**config.mk**
```make
export PLATFORM = sky130hd
export DESIGN_NAME = shpc_top
export DESIGN_NICKNAME = d
export VERILOG_FILES = /design/src/rtl/shpc_pkg.sv /design/src/rtl/shpc_gate.sv /design/src/rtl/shpc_regs.sv /design/src/rtl/shpc_pcf.sv /design/src/rtl/shpc_top.sv
export SDC_FILE = /design/constraint.sdc
export NUM_CORES = 1
export LEC_CHECK = 0
export BUFFER_PORTS_ARGS = -buffer_cell sky130_fd_sc_hd__buf_2
export CORE_ASPECT_RATIO = 0.5
export CORE_MARGIN = 3
export CORE_UTILIZATION = 53
export DETAILED_ROUTE_END_ITERATION = 10
export HOLD_SLACK_MARGIN = 0.08
export PLACE_DENSITY_LB_ADDON = 0.3
export SLEW_MARGIN = 20
export SYNTH_ARGS = -nofsm -noshare
export SYNTH_HDL_FRONTEND = slang
export SYNTH_SLANG_ARGS = --single-unit
```
**constraint.sdc**
```tcl
create_clock -name clk -period 2.1 [get_ports clk]
set_input_delay 0.42 -clock clk [delete_from_list [all_inputs] [get_ports clk]]
set_output_delay 0.42 -clock clk [all_outputs]
set_load 0.02 [all_outputs]
```
**src/rtl/shpc_pkg.sv**
```systemverilog
package shpc_pkg;
  typedef enum logic [3:0] {
    OP_NONE   = 4'd0,
    OP_RET    = 4'd1,
    OP_PSH_PC = 4'd2,
    OP_PSH_FL = 4'd3,
    OP_PUL_PC = 4'd4,
    OP_PUL_FL = 4'd5,
    OP_LD_HND = 4'd6,
    OP_IEN    = 4'd7,
    OP_IDIS   = 4'd8,
    OP_UNMASK = 4'd9
  } op_e;
endpackage

```
**src/rtl/shpc_gate.sv**
```systemverilog
module shpc_gate
  import shpc_pkg::*;
(
  input  logic clk,
  input  logic rst,
  input  logic irq_i,
  input  logic step_i,
  input  op_e  op_i,
  output logic take_o,
  output logic ack_o
);
  logic ie_q, mask_q, pend_q;

  assign take_o = step_i && (pend_q || irq_i) && ie_q && !mask_q;

  always_ff @(posedge clk) begin
    if (rst) begin
      ie_q   <= 1'b0;
      mask_q <= 1'b0;
      pend_q <= 1'b0;
      ack_o  <= 1'b0;
    end else begin
      ack_o  <= take_o;
      pend_q <= (pend_q || irq_i) && !take_o;
      if (op_i == OP_IEN)       ie_q <= 1'b1;
      else if (op_i == OP_IDIS) ie_q <= 1'b0;
      if (take_o)
        mask_q <= 1'b1;
      else if (op_i == OP_RET || op_i == OP_UNMASK)
        mask_q <= 1'b0;
    end
  end

  // a pending request not taken stays pending
  assert_pending_held_R7: assert property (@(posedge clk) disable iff (rst)
    (pend_q && !take_o) |=> pend_q);
  // entry leaves the mask set
  assert_mask_on_entry_R7: assert property (@(posedge clk) disable iff (rst)
    take_o |=> mask_q);
endmodule

```
**src/rtl/shpc_regs.sv**
```systemverilog
module shpc_regs
  import shpc_pkg::*;
#(
  parameter int PC_W   = 16,
  parameter int FLAG_W = 8
) (
  input  logic              clk,
  input  logic              rst,
  input  op_e               op_i,
  input  logic [PC_W-1:0]   data_i,
  input  logic              take_i,
  input  logic [PC_W-1:0]   seq_pc_i,
  input  logic [FLAG_W-1:0] flags_live_i,
  output logic [PC_W-1:0]   hnd_o,
  output logic [PC_W-1:0]   rpc_o,
  output logic [FLAG_W-1:0] rfl_o,
  output logic [PC_W-1:0]   push_o
);
  localparam int PAD_W = PC_W - FLAG_W;
  logic is_ret;
  assign is_ret = (op_i == OP_RET);

  always_ff @(posedge clk) begin
    if (rst) begin
      hnd_o  <= '0;
      rpc_o  <= '0;
      rfl_o  <= '0;
      push_o <= '0;
    end else begin
      if (op_i == OP_LD_HND) hnd_o <= data_i;
      if (take_i) begin
        if (!is_ret) begin
          rpc_o <= seq_pc_i;
          rfl_o <= flags_live_i;
        end
      end else begin
        if (op_i == OP_PUL_PC) rpc_o <= data_i;
        if (op_i == OP_PUL_FL) rfl_o <= data_i[FLAG_W-1:0];
      end
      if (op_i == OP_PSH_PC)      push_o <= rpc_o;
      else if (op_i == OP_PSH_FL) push_o <= {{PAD_W{1'b0}}, rfl_o};
    end
  end

  // entry coinciding with a return keeps the return target
  assert_ret_target_kept_R9: assert property (@(posedge clk) disable iff (rst)
    (take_i && is_ret) |=> $stable(rpc_o));
endmodule

```
**src/rtl/shpc_pcf.sv**
```systemverilog
module shpc_pcf
  import shpc_pkg::*;
#(
  parameter int PC_W   = 16,
  parameter int FLAG_W = 8
) (
  input  logic              clk,
  input  logic              rst,
  input  logic              step_i,
  input  logic [PC_W-1:0]   seq_pc_i,
  input  op_e               op_i,
  input  logic              take_i,
  input  logic [PC_W-1:0]   hnd_i,
  input  logic [PC_W-1:0]   rpc_i,
  input  logic [FLAG_W-1:0] rfl_i,
  input  logic              flags_wr_i,
  input  logic [FLAG_W-1:0] flags_d_i,
  output logic [PC_W-1:0]   pc_o,
  output logic [FLAG_W-1:0] flags_o
);
  logic is_ret;
  assign is_ret = (op_i == OP_RET);

  always_ff @(posedge clk) begin
    if (rst) begin
      pc_o    <= '0;
      flags_o <= '0;
    end else begin
      if (take_i)      pc_o <= hnd_i;
      else if (is_ret) pc_o <= rpc_i;
      else if (step_i) pc_o <= seq_pc_i;
      if (is_ret)          flags_o <= rfl_i;
      else if (flags_wr_i) flags_o <= flags_d_i;
    end
  end

  // a plain return restores both PC and flags
  assert_ret_restores_R6: assert property (@(posedge clk) disable iff (rst)
    (is_ret && !take_i) |=> (pc_o == $past(rpc_i)) && (flags_o == $past(rfl_i)));
endmodule

```
**src/rtl/shpc_top.sv**
```systemverilog
module shpc_top
  import shpc_pkg::*;
#(
  parameter int PC_W   = 16,
  parameter int FLAG_W = 8
) (
  input  logic              clk,
  input  logic              rst,
  input  logic              step_i,
  input  logic [PC_W-1:0]   seq_pc_i,
  input  logic [3:0]        op_i,
  input  logic [PC_W-1:0]   data_i,
  input  logic              flags_wr_i,
  input  logic [FLAG_W-1:0] flags_d_i,
  input  logic              irq_i,
  output logic [PC_W-1:0]   pc_o,
  output logic [FLAG_W-1:0] flags_o,
  output logic [PC_W-1:0]   push_o,
  output logic              ack_o
);
  op_e               op;
  logic              take;
  logic [PC_W-1:0]   hnd, rpc;
  logic [FLAG_W-1:0] rfl, flags_live;

  assign op         = op_e'(op_i);
  assign flags_live = flags_wr_i ? flags_d_i : flags_o;

  shpc_gate u_gate (
    .clk(clk), .rst(rst), .irq_i(irq_i), .step_i(step_i), .op_i(op),
    .take_o(take), .ack_o(ack_o)
  );

  shpc_regs #(.PC_W(PC_W), .FLAG_W(FLAG_W)) u_regs (
    .clk(clk), .rst(rst), .op_i(op), .data_i(data_i), .take_i(take),
    .seq_pc_i(seq_pc_i), .flags_live_i(flags_live),
    .hnd_o(hnd), .rpc_o(rpc), .rfl_o(rfl), .push_o(push_o)
  );

  shpc_pcf #(.PC_W(PC_W), .FLAG_W(FLAG_W)) u_pcf (
    .clk(clk), .rst(rst), .step_i(step_i), .seq_pc_i(seq_pc_i), .op_i(op),
    .take_i(take), .hnd_i(hnd), .rpc_i(rpc), .rfl_i(rfl),
    .flags_wr_i(flags_wr_i), .flags_d_i(flags_d_i),
    .pc_o(pc_o), .flags_o(flags_o)
  );

  // acknowledge comes with the PC at the handler address
  assert_entry_pc_R2: assert property (@(posedge clk) disable iff (rst)
    ack_o |-> (pc_o == $past(hnd)));
  // acknowledge lasts a single cycle
  assert_ack_pulse_R2: assert property (@(posedge clk) disable iff (rst)
    ack_o |=> !ack_o);
endmodule

```
==> flow_summary.ini <==
[status]
status = finished, final reports clean

[finish]
n_antenna_cell = 0
fillerInstances = 514
final_common_cell = buf_2
mostFrequentLayoutCells = buf_2 (89), dfxtp_1 (84), nor2_1 (52), nand2_1 (50), a211oi_1 (40)
drive_gt1_frac = 0.2662
nNetsFinal = 572
syn2layout_area_growth_pct = 22.97
fin_area_sq_um = 4576

[grt]
grt_max_degree = 49
grt_pass1_vias = 3249
antenna_found_initial = 0
grt-ovfl-total = 0
grtUsageTotal = 0.2471
grt_pass1_wl_mm = 15.98

[sta]
relSlewSlack = 0.2788
hold_violations = 0
rsz0062_at_grt = no
period_share = 0.8839
fin_worst_skew_ns = 0.003330
drv_slew = 0
worstMarginPinSlew_ns = 1.082
fmax_mhz = 538.7
setup_viol = 0
timing.final.crit_period_ns = 1.856

[placement]
dpl.hpwl_mm = 6.679
gp_congestion = 0.8209
dpl_cell_area_sq_um = 4259
io_buffers = 89

[yosys]
synth_edf_count = 0
synth-main-ff-cell = dfxtp_1
synth_nets = 493
avgSynthCellArea_sq_um = 8.381
yosysWarnings = 0
netlist_area_sq_um = 3721
synth-seq-cells = 84
ys_types = 33
synth_seq_area_share = 0.4519
async_flop_share = 0
syn_inst = 444

[route]
routed_wl_mm = 9.735
via_per_inst = 5.585
drc_errors = 0
vias = 3429
postRouteAntennaNets = 0
first_iter_violations = 310
firstDrtPassIters = 4
wire_per_inst_um = 15.86

[critical_path]
worst_setup_path_end_kind = flop
start_kind = flop
path_class = reg -> reg
critical-path-max-stage-delay_ns = 0.81
worstPathMaxFanout = 16
path_cells = nor2_1, buf_4, nor3_4, a21oi_2, a2111oi_0
required_ns = 2.27
critical_path_arrival_ns = 2.02
critPathSlowestCell = a21oi_2

[floorplan]
fp-row-count = 20
core_area_sq_um = 6431
start_util = 0.5786
dieArea_sq_um = 8123
die_x_um = 124.5
die_h_um = 65.25
io_pins = 90

[power]
p_leak_nw = 1.844
ir_drop_v = 0.0004560
power_w = 0.003816
p_per_area_nw_per_um2 = 834.0

[cts]
clock-root-buffer = clkbuf_16
post_cts_buffers = 0
htreeDepth = 3
cts_made_buffers = 9
clk_pin_slew_ns = 0.06
cts_tree = done
clock-sinks = 84
hold_buffers = 0
cts_resized = 0
cts.path.max_buffers = 2
clock_latency_ns = 0.34

[hold_path]
hp-class = in -> reg

[flow_run]
drv_cap = 0
[layout make-up]
class | count | area, sq um | share of cell area
clock inverter | 1 | 30.03 | 0.006563
tap | 88 | 110.1 | 0.02406
multi-input combinational | 303 | 1826 | 0.3990
inverter | 18 | 67.56 | 0.01477
timing repair buffer | 107 | 580.6 | 0.1269
clock buffer | 13 | 280.3 | 0.06125
sequential | 84 | 1682 | 0.3675
[per-layer routing]
| layer | vias up | share of wire | global-route usage |
|---|---|---|---|
| li1 | 1735 | - | - |
| met1 | 1560 | 0.49 | 0.3169 |
| met2 | 118 | 0.43 | 0.3925 |
| met3 | 16 | 0.066 | 0.08279 |
| met4 | 0 | 0.016 | 0.09016 |
| met5 | - | 0 | 0 |
[synth_stat cells (2+ instances only)]
cell,number,area (sq um)
dfxtp_1,84,1682
nor2_1,52,195.2
nand2_1,50,187.7
a211oi_1,40,300.3
nor3_1,35,175.2
o21ai_1,34,170.2
clkbuf_1,28,105.1
a21oi_1,26,130.1
inv_1,17,63.81
mux2i_1,16,160.2
a2111oi_2,10,150.1
a22oi_1,8,60.06
nor2b_1,8,50.05
a2111oi_0,6,52.55
buf_2,5,25.02
buf_1,4,15.01
nand2b_1,3,18.77
buf_6,2,22.52
or4b_1,2,20.02
[stage by stage]
stage            util  instances  hold slack [ns]  setup TNS (ns)  setup slack, ns
4_1_cts        0.7105        614           0.3274               0           0.2757
3_3_place_gp   0.6623        600           0.4330         -0.1315         -0.02314
3_5_place_dp   0.6623        600           0.4384         -0.2674         -0.06575
6_report       0.7115        614           0.3359               0           0.2438
2_1_floorplan       -        444           0.4365               0           0.2134
5_1_grt        0.7115        614           0.3413               0           0.1099
[sequential cells by signal, summed over array words and instances (netlist names)]
signal	cells
u_pcf.pc_o	16
u_regs.hnd_o	16
u_regs.push_o	16
u_regs.rpc_o	16
u_pcf.flags_o	8
u_regs.rfl_o	8
u_gate.ack_o	1
u_gate.ie_q	1
u_gate.mask_q	1
u_gate.pend_q	1
[where the power goes]
group | total (W) | internal [W] | leakage (nW) | switching (W)
registers | 0.00172 | 0.00167 | 0.686 | 0.0000462
clock network | 0.00165 | 0.00104 | 0.154 | 0.000611
logic | 0.000451 | 0.000173 | 1.00 | 0.000277
total | 0.00382 | 0.00288 | 1.84 | 0.000934
[path summary, 6_finish.rpt]
path,start,to,slack [ns],cells past startpoint
worst max-delay path,u_gate.pend_q,u_regs.rpc_o[3],0.24,5
worst min-delay path,data_i[14],u_regs.hnd_o[14],0.34,3
worst max register to register,u_gate.pend_q,u_regs.rpc_o[3],0.24,5
worst min register to register,u_pcf.pc_o[9],u_pcf.pc_o[9],0.44,2
[critical path, delay by kind of cell (launching register included)]
kind,cells,cell delay [ns]
simple gates,2,0.14
buf+inv,1,0.14
compound gates,2,1.07
flops,1,0.33
[kinds of logic (layout without fill, tap and decap cells)]
group | count (synthesis) | in the layout | share of synthesized area
muxes | 16 | 16 | 0.04304
and+or+nand+nor | 158 | 158 | 0.1954
DFF | 84 | 84 | 0.4519
buffers and inverters | 57 | 139 | 0.06321
AOI/OAI and AO/OA | 129 | 129 | 0.2465
No activity file was read; power rests on OpenSTA's default activity.
